File: config.mk
export PLATFORM = sky130hd
export DESIGN_NAME = gpio_mux_port
export DESIGN_NICKNAME = d
export VERILOG_FILES = /design/src/rtl/gpio_mux_pkg.sv /design/src/rtl/gpio_rst_sync.sv /design/src/rtl/gpio_sync_bus.sv /design/src/rtl/gpio_port_regs.sv /design/src/rtl/gpio_pin_slice.sv /design/src/rtl/gpio_mux_port.sv
export SDC_FILE = /design/constraint.sdc
export NUM_CORES = 1
export LEC_CHECK = 0
export ABC_AREA = 1
export BUFFER_PORTS_ARGS = -buffer_cell sky130_fd_sc_hd__buf_2
export CAP_MARGIN = 20
export CORE_MARGIN = 2
export CORE_UTILIZATION = 49
export CTS_CLUSTER_DIAMETER = 150
export DETAILED_ROUTE_END_ITERATION = 7
export MAX_ROUTING_LAYER = met4
export PLACE_DENSITY_LB_ADDON = 0.2
export SYNTH_ARGS = -nofsm -noshare
export SYNTH_HDL_FRONTEND = slang
export SYNTH_SLANG_ARGS = --single-unit
File: constraint.sdc
create_clock -name clk -period 1.3 [get_ports clk]
set_clock_uncertainty 0.2 [all_clocks]
set_input_delay 0.065 -clock clk [delete_from_list [all_inputs] [get_ports clk]]
set_output_delay 0.065 -clock clk [all_outputs]
set_load 0.01 [all_outputs]
File: src/rtl/gpio_mux_pkg.sv
package gpio_mux_pkg;
  typedef enum logic [1:0] {
    RSEL_NONE = 2'd0,
    RSEL_DATA = 2'd1,
    RSEL_DIR  = 2'd2
  } rsel_e;
endpackage

File: src/rtl/gpio_rst_sync.sv
module gpio_rst_sync (
  input  logic clk,
  input  logic rst_n,
  output logic rst_int_n
);
  logic [1:0] stage_q;
  logic [1:0] stage_d;

  always_comb stage_d = {stage_q[0], 1'b1};

  always_ff @(posedge clk or negedge rst_n) begin
    if (!rst_n) stage_q <= 2'b00;
    else        stage_q <= stage_d;
  end

  assign rst_int_n = stage_q[1];
endmodule

File: src/rtl/gpio_sync_bus.sv
module gpio_sync_bus #(
  parameter int W = 7
) (
  input  logic         clk,
  input  logic         rst_n,
  input  logic [W-1:0] async_in,
  output logic [W-1:0] sync_out
);
  logic [W-1:0] meta_q, sync_q;

  always_ff @(posedge clk or negedge rst_n) begin
    if (!rst_n) begin
      meta_q <= '0;
      sync_q <= '0;
    end else begin
      meta_q <= async_in;
      sync_q <= meta_q;
    end
  end

  assign sync_out = sync_q;
endmodule

File: src/rtl/gpio_port_regs.sv
module gpio_port_regs #(
  parameter int NPIN   = 7,
  parameter int DATA_W = 8
) (
  input  logic              clk,
  input  logic              rst_n,
  input  logic              latch_we,
  input  logic              dir_we,
  input  logic [DATA_W-1:0] wdata,
  output logic [NPIN-1:0]   latch_q,
  output logic [NPIN-1:0]   dir_q
);
  logic [NPIN-1:0] latch_d, dir_d;
  logic            unused_wbits;

  assign unused_wbits = ^wdata[DATA_W-1:NPIN];

  always_comb begin
    latch_d = latch_q;
    dir_d   = dir_q;
    if (latch_we) latch_d = wdata[NPIN-1:0];
    if (dir_we)   dir_d   = wdata[NPIN-1:0];
  end

  always_ff @(posedge clk or negedge rst_n) begin
    if (!rst_n) begin
      latch_q <= '0;
      dir_q   <= '0;
    end else begin
      latch_q <= latch_d;
      dir_q   <= dir_d;
    end
  end
endmodule

File: src/rtl/gpio_pin_slice.sv
module gpio_pin_slice (
  input  logic latch_bit,
  input  logic dir_bit,
  input  logic pad_sync,
  input  logic conv_mode,
  output logic oe,
  output logic rd_bit
);
  always_comb begin
    oe = dir_bit & ~conv_mode;
    if (dir_bit)        rd_bit = latch_bit;
    else if (conv_mode) rd_bit = 1'b0;
    else                rd_bit = pad_sync;
  end
endmodule

File: src/rtl/gpio_mux_port.sv
module gpio_mux_port
  import gpio_mux_pkg::*;
#(
  parameter int NPIN        = 7,
  parameter int ADDR_W      = 4,
  parameter int DATA_W      = 8,
  parameter int CH_W        = 5,
  parameter int CH_BASE     = 8,
  parameter int PS_W        = 3,
  parameter int EXT_CLK_SEL = 7,
  parameter int LATCH_OFS   = 3,
  parameter int DIR_OFS     = 7
) (
  input  logic              clk,
  input  logic              rst_n,
  input  logic [ADDR_W-1:0] bus_addr,
  input  logic              bus_wr,
  input  logic              bus_rd,
  input  logic [DATA_W-1:0] bus_wdata,
  output logic [DATA_W-1:0] bus_rdata,
  input  logic [NPIN-1:0]   pin_in,
  output logic [NPIN-1:0]   pin_out,
  output logic [NPIN-1:0]   pin_oe,
  input  logic [CH_W-1:0]   chan_sel,
  input  logic [PS_W-1:0]   presc_sel,
  output logic              ext_clk_sync
);
  localparam int CLK_PIN = NPIN - 1;

  logic            rst_int_n;
  logic [NPIN-1:0] latch_q, dir_q, pad_sync, conv_mode, rd_bits;
  logic            latch_we, dir_we;
  rsel_e           rsel;

  gpio_rst_sync u_rst (
    .clk       (clk),
    .rst_n     (rst_n),
    .rst_int_n (rst_int_n)
  );

  gpio_sync_bus #(.W(NPIN)) u_sync (
    .clk      (clk),
    .rst_n    (rst_int_n),
    .async_in (pin_in),
    .sync_out (pad_sync)
  );

  assign latch_we = bus_wr && (bus_addr == ADDR_W'(LATCH_OFS));
  assign dir_we   = bus_wr && (bus_addr == ADDR_W'(DIR_OFS));

  gpio_port_regs #(.NPIN(NPIN), .DATA_W(DATA_W)) u_regs (
    .clk      (clk),
    .rst_n    (rst_int_n),
    .latch_we (latch_we),
    .dir_we   (dir_we),
    .wdata    (bus_wdata),
    .latch_q  (latch_q),
    .dir_q    (dir_q)
  );

  for (genvar k = 0; k < NPIN; k++) begin : g_pin
    assign conv_mode[k] = (chan_sel == CH_W'(CH_BASE + k));
    gpio_pin_slice u_slice (
      .latch_bit (latch_q[k]),
      .dir_bit   (dir_q[k]),
      .pad_sync  (pad_sync[k]),
      .conv_mode (conv_mode[k]),
      .oe        (pin_oe[k]),
      .rd_bit    (rd_bits[k])
    );
  end

  assign pin_out = latch_q;

  always_comb begin
    rsel = RSEL_NONE;
    if (bus_rd) begin
      if (bus_addr == ADDR_W'(LATCH_OFS))    rsel = RSEL_DATA;
      else if (bus_addr == ADDR_W'(DIR_OFS)) rsel = RSEL_DIR;
    end
  end

  always_comb begin
    case (rsel)
      RSEL_DATA: bus_rdata = DATA_W'(rd_bits);
      RSEL_DIR:  bus_rdata = DATA_W'(dir_q);
      default:   bus_rdata = '0;
    endcase
  end

  assign ext_clk_sync = (presc_sel == PS_W'(EXT_CLK_SEL)) ? pad_sync[CLK_PIN] : 1'b0;
endmodule

==> flow_summary.toml, run 1 <==
[critical_path]
r2r_end = "u_regs.dir_q[2]$_DFFE_PN0P_"
crit_family = "flip-flops"
path_class = "reg -> out"
arrival_ns = 1.20
rr_startpoint = "u_regs.dir_q[2]$_DFFE_PN0P_"
cp-end-kind = "output port"
r2r_slack_ns = 0.21
crit_top_cell = "nand2_1"
cp-start-kind = "flop"
max_stage_delay_ns = 0.42
path_buf_inv = 1
path_cells = "nor2_1 > nand2_1 > nand2_1 > nand2_1 > nand2_1 > buf_2"
cp_max_fo = 5
required_ns = 1.03
cp_slowest_cell = "dfrtp_1"
reg2reg_depth = 4

[grt]
grt_first_pass_wirelength_mm = 5.26
grt_max_degree = 21
antenna_found_initial = 0
grt.total_usage = 0.212
grt-ovfl-total = 0
grt_pass1_vias = 1324

[cells_and_area]
nets = 283
final_core_util = 0.694
syn_to_final_growth_pct = 36.7
n_antenna_cell = 0
final_cell_area_mm2 = 0.00208
layout.cells.non_filler = 286
drive_gt1_frac = 0.372
fill_cells = 255

[clock_tree]
cts_buffer_depth = 2
clock-sinks = 30
cts_max_level = 2
worst_skew_pair.late_latency_ns = 0.32
cts_made_buffers = 5
clk_pin_slew_ns = 0.09
cts_tree = "done"
clockRootBuffer = "clkbuf_4"

[synthesis]
synthCells = 181
netlist_area_mm2 = 0.00153
ys.flop_type = "dfrtp_1"
synth_edf_count = 0
yosys_warnings = 0
synth_seq_cells = 30
async_flop_share = 1.00
netlist-cell-type-count = 19
syn-num-nets = 212
synth.yosys.seq_area_share = 0.492
avgSynthCellArea_um2 = 8.43

[sta]
timing.final.crit_share = 1.13
fin_crit_ns = 1.47
hold_violations = 0
setup_viol = 12
fmax_mhz = 680
rsz0062_at_grt = "yes"
fin_ws_ns = -0.170
holdWs_ns = 0.0295
maxSlewViolCount = 0

[floorplan]
initial_core_util = 0.508
coreArea_mm2 = 0.00300
die_h_um = 59.8
ioPinCount = 54
dieArea_mm2 = 0.00357
die_width_um = 59.8
rows = 20

[pwr]
leakage_nw = 1.19
peakVddDrop_v = 0.000818
cellPowerDensity_mw_per_mm2 = 1150

[placed_design]
port_buffers = 51
post-dp-hpwl_mm = 2.22
gp_congestion = 0.843
placed_area_mm2 = 0.00171
dp_cells = 251

[drt]
drt_iter0_drc = 39
vias = 1345
dr.pass1.iters = 5
wire_per_inst_um = 11.4
vias_per_cell = 4.70
drc_errors = 0
postRouteWirelength_mm = 3.25
drtAntennaViolNets = 0

[hold_path]
hp-class = "reg -> async"

[flow_run]
max_cap_viol_count = 0

[outcome]
violations = "setup timing"
outcome = "complete, but fails checks"
-- registers in the layout, summed over array words and instances (netlist names) --
signal and cells:
u_rst.stage_q 2, u_sync.meta_q 7, u_regs.dir_q 7, u_regs.latch_q 7, u_sync.sync_out 7
-- worst max path at each step --
stage          slack (ns)                           to  cells after the start                         from
5_1_grt             -0.31                 bus_rdata[2]                      6  u_regs.dir_q[2]$_DFFE_PN0P_
3_3_place_gp         0.10                 bus_rdata[0]                      8                  chan_sel[2]
4_1_cts             -0.18                 bus_rdata[6]                      6  u_regs.dir_q[6]$_DFFE_PN0P_
3_5_place_dp         0.07                 bus_rdata[0]                      8                  chan_sel[2]
6_report            -0.17                 bus_rdata[0]                      6  u_regs.dir_q[0]$_DFFE_PN0P_
2_1_floorplan        0.20  u_regs.dir_q[0]$_DFFE_PN0P_                      0   u_rst.stage_q[1]$_DFF_PN0_
-- synthesized netlist by cell type (2+ instances only) --
master / n / share of area
nor2_1: 12 / 0.030
nand3_1: 15 / 0.049
o21ai_2: 13 / 0.075
buf_6: 2 / 0.015
buf_2: 2 / 0.0066
dfrtp_1: 30 / 0.49
nand2_2: 2 / 0.0082
nand2_1: 51 / 0.13
and2_1: 6 / 0.025
conb_1: 2 / 0.0049
inv_1: 24 / 0.059
buf_4: 15 / 0.074
-- metal layers --
layer	GRT usage	vias to the layer above	wire length [µm]
li1	-	681	-
met1	0.215	612	1350
met2	0.373	46	1670
met3	0.0736	6	191
met4	0.0794	0	43
met5	-	-	0
-- layout by cell type (no fill, tap or decap) --
cell type,instances
clkbuf_4,5
nor2_1,12
buf_6,10
conb_1,2
dlygate4sd3_1,18
inv_1,24
and2_1,2
and2_4,4
buf_2,45
nor2_4,1
and3_1,1
a31oi_1,1
o21ai_2,13
nand3_2,1
dfrtp_1,30
nand2_4,1
buf_4,10
clkbuf_1,1
nand4_1,1
o21ai_1,1
clkbuf_8,1
clkinv_2,1
nand2_2,2
nand2_1,51
nand3_1,15
-- what timing repair did --
item / CTS / global route
hold buffers: 18 / 0
endpoints found under the setup margin: 14 / 15
pin swaps: 11 / 2
buffers inserted: 7 / 2
resized for setup: 7 / 7
endpoints found under the hold margin: 31 / 0
-- per-stage QoR --
stage	worst slack, ns	power, mW	TNS (ns)
floorplan	0.204	1.57	0
global placement	0.100	1.62	0
detailed placement	0.0701	1.65	0
CTS	-0.177	2.36	-1.45
global route	-0.306	2.56	-2.56
finish	-0.170	2.39	-1.38
-- cell type report --
cell class / instances / area, µm² / area share
multi-input cells: 108 / 549 / 0.264
well taps: 33 / 41.3 / 0.0198
clock buffers: 7 / 55.1 / 0.0264
repair buffers: 83 / 593 / 0.285
inverters: 24 / 90.1 / 0.0432
clock inverters: 1 / 5.00 / 0.00240
flip-flops and latches: 30 / 751 / 0.360
-- cell families (layout without fill, tap and decap cells) --
kind of cell,count (synthesis),in the layout,synth area share
AO/OA/AOI/OAI,15,15,0.0820
other,2,2,0.00492
AND/OR/NAND/NOR,91,91,0.267
flip-flops,30,30,0.492
buffers and inverters,43,115,0.154
-- power breakdown --
group / switching (mW) / total [mW] / leakage (nW) / internal [mW]
logic: 0.312 / 0.704 / 0.792 / 0.392
registers: 0.0864 / 1.13 / 0.364 / 1.05
clock network: 0.293 / 0.555 / 0.0353 / 0.262
total: 0.691 / 2.39 / 1.19 / 1.70
No activity file was read; power rests on OpenSTA's default activity.
==> run 2, diff against run 1 <==
Settings changed: SKIP_LAST_GASP set to 1.
==> run 2 against run 1 <==
The run still ends with setup timing left. Via count is 0.52% lower. Routed wire length down 0.18%. Flip-flop and latch count stayed put. Highest routed layer unchanged. Fmax is essentially flat. Worst setup slack hardly changed. Critical endpoint unchanged. Count of clock-buffer cells in the layout stayed put. Die area unchanged.
==> flow_summary.toml, run 2 (synthesis results as in run 1) <==
[drt]
drtAntennaViolNets = 0
vias = 1338
vias_per_cell = 4.68
drt_iter0_drc = 39
dr.pass1.iters = 4
drc_errors = 0
postRouteWirelength_mm = 3.25
wire_per_inst_um = 11.3

[cells_and_area]
drive_gt1_frac = 0.372
multiInputGateArea_um2 = 549
final_cell_area_mm2 = 0.00208
n_antenna_cell = 0
syn_to_final_growth_pct = 36.3
fill_cells = 254
nets = 283
final_cell_mix = "nand2_1 (51), buf_2 (46), dfrtp_1 (30)"
final_common_cell = "nand2_1"
seq_area_um2 = 751

[clock_tree]
clockRootBuffer = "clkbuf_4"
worst_skew_pair.late_latency_ns = 0.32
clock-sinks = 30
cts_made_buffers = 5
clk_pin_slew_ns = 0.09
cts_buffer_depth = 2
cts_tree = "done"
cts_max_level = 2

[critical_path]
max_stage_delay_ns = 0.42
cp_max_fo = 5
r2r_slack_ns = 0.21
arrival_ns = 1.20
rr_startpoint = "u_regs.dir_q[2]$_DFFE_PN0P_"
cp-start-kind = "flop"
path_buf_inv = 1
path_cells = "nor2_1 > nand2_1 > nand2_1 > nand2_1 > nand2_1 > buf_2"
required_ns = 1.03
cp_slowest_cell = "dfrtp_1"
reg2reg_depth = 4
cp-end-kind = "output port"
r2r_end = "u_regs.dir_q[2]$_DFFE_PN0P_"
crit_family = "flip-flops"
path_class = "reg -> out"
crit_top_cell = "nand2_1"

[sta]
maxSlewViolCount = 0
setup_viol = 12
hold_violations = 0
timing.final.crit_share = 1.13
fin_ws_ns = -0.170
fmax_mhz = 680
rsz0062_at_grt = "yes"
fin_crit_ns = 1.47

[grt]
grt_max_degree = 21
grt_first_pass_wirelength_mm = 5.26
grt-ovfl-total = 0
antenna_found_initial = 0
grt.total_usage = 0.212
grt_pass1_vias = 1324

[floorplan]
dieArea_mm2 = 0.00357
initial_core_util = 0.508
coreArea_mm2 = 0.00300
die_width_um = 59.8
ioPinCount = 54
die_h_um = 59.8
rows = 20

[placed_design]
gp_congestion = 0.843
post-dp-hpwl_mm = 2.22
post-place-ws_ns = 0.0701
placed_area_mm2 = 0.00171
port_buffers = 51

[outcome]
outcome = "complete, but fails checks"
violations = "setup timing"

[hold_path]
hp-class = "reg -> async"

[pwr]
cellPowerDensity_mw_per_mm2 = 1150
leakage_nw = 1.19
peakVddDrop_v = 0.000818

[flow_run]
max_cap_viol_count = 0
-- run 2: changes by cell type in the layout (fill, tap and decap cells not counted) --
| cell | delta |
|---|---|
| buf_2 | +1 |
| buf_6 | -1 |
-- run 2: final cells by class --
class | instances | share of cell area
sequential | 30 | 0.361
timing repair buffer | 83 | 0.282
multi-input combinational | 108 | 0.264
inverter | 24 | 0.0433
clock buffer | 7 | 0.0265
tap | 33 | 0.0199
clock inverter | 1 | 0.00241
-- run 2: how the worst max path moves through the flow --
stage,cells after the start,slack (ns),endpoint,startpoint
after floorplan,0,0.20,u_regs.dir_q[0]$_DFFE_PN0P_,u_rst.stage_q[1]$_DFF_PN0_
after global placement,8,0.10,bus_rdata[0],chan_sel[2]
after detailed placement,8,0.07,bus_rdata[0],chan_sel[2]
after CTS,6,-0.18,bus_rdata[6],u_regs.dir_q[6]$_DFFE_PN0P_
after global routing,6,-0.31,bus_rdata[2],u_regs.dir_q[2]$_DFFE_PN0P_
final,6,-0.17,bus_rdata[0],u_regs.dir_q[0]$_DFFE_PN0P_
-- run 2: per-layer routing --
layer,share of wire,GRT usage,vias up,wire length [µm]
li1,-,-,681,-
met5,0,-,-,0
met2,0.51,0.373,46,1670
met3,0.059,0.0736,6,192
met4,0.013,0.0794,0,43
met1,0.41,0.215,605,1340
-- run 2: stage by stage --
| stage | TNS [ns] | hold WS, ns | instances | utilization | power (mW) |
|---|---|---|---|---|---|
| finish | -1.37 | 0.0295 | 286 | 0.692 | 2.38 |
| global route | -2.57 | 0.0598 | 286 | 0.692 | 2.55 |
| detailed placement | 0 | -0.348 | 251 | 0.571 | 1.65 |
| global placement | 0 | -0.351 | 251 | 0.571 | 1.62 |
| floorplan | 0 | -0.431 | 181 | - | 1.57 |
| CTS | -1.46 | 0.0403 | 284 | 0.678 | 2.36 |
-- run 2: power by group --
group	switching, mW	internal (mW)
Clock	0.293	0.262
Sequential	0.0860	1.05
Combinational	0.310	0.385
-- run 2: repair_timing --
action / CTS / global route
gates resized for setup: 7 / 6
hold buffers: 18 / 0
pin swaps: 10 / 3
endpoints found under the setup margin: 14 / 15
buffers inserted: 7 / 2
cloned: 0 / 0
hold endpoints to repair: 31 / 0
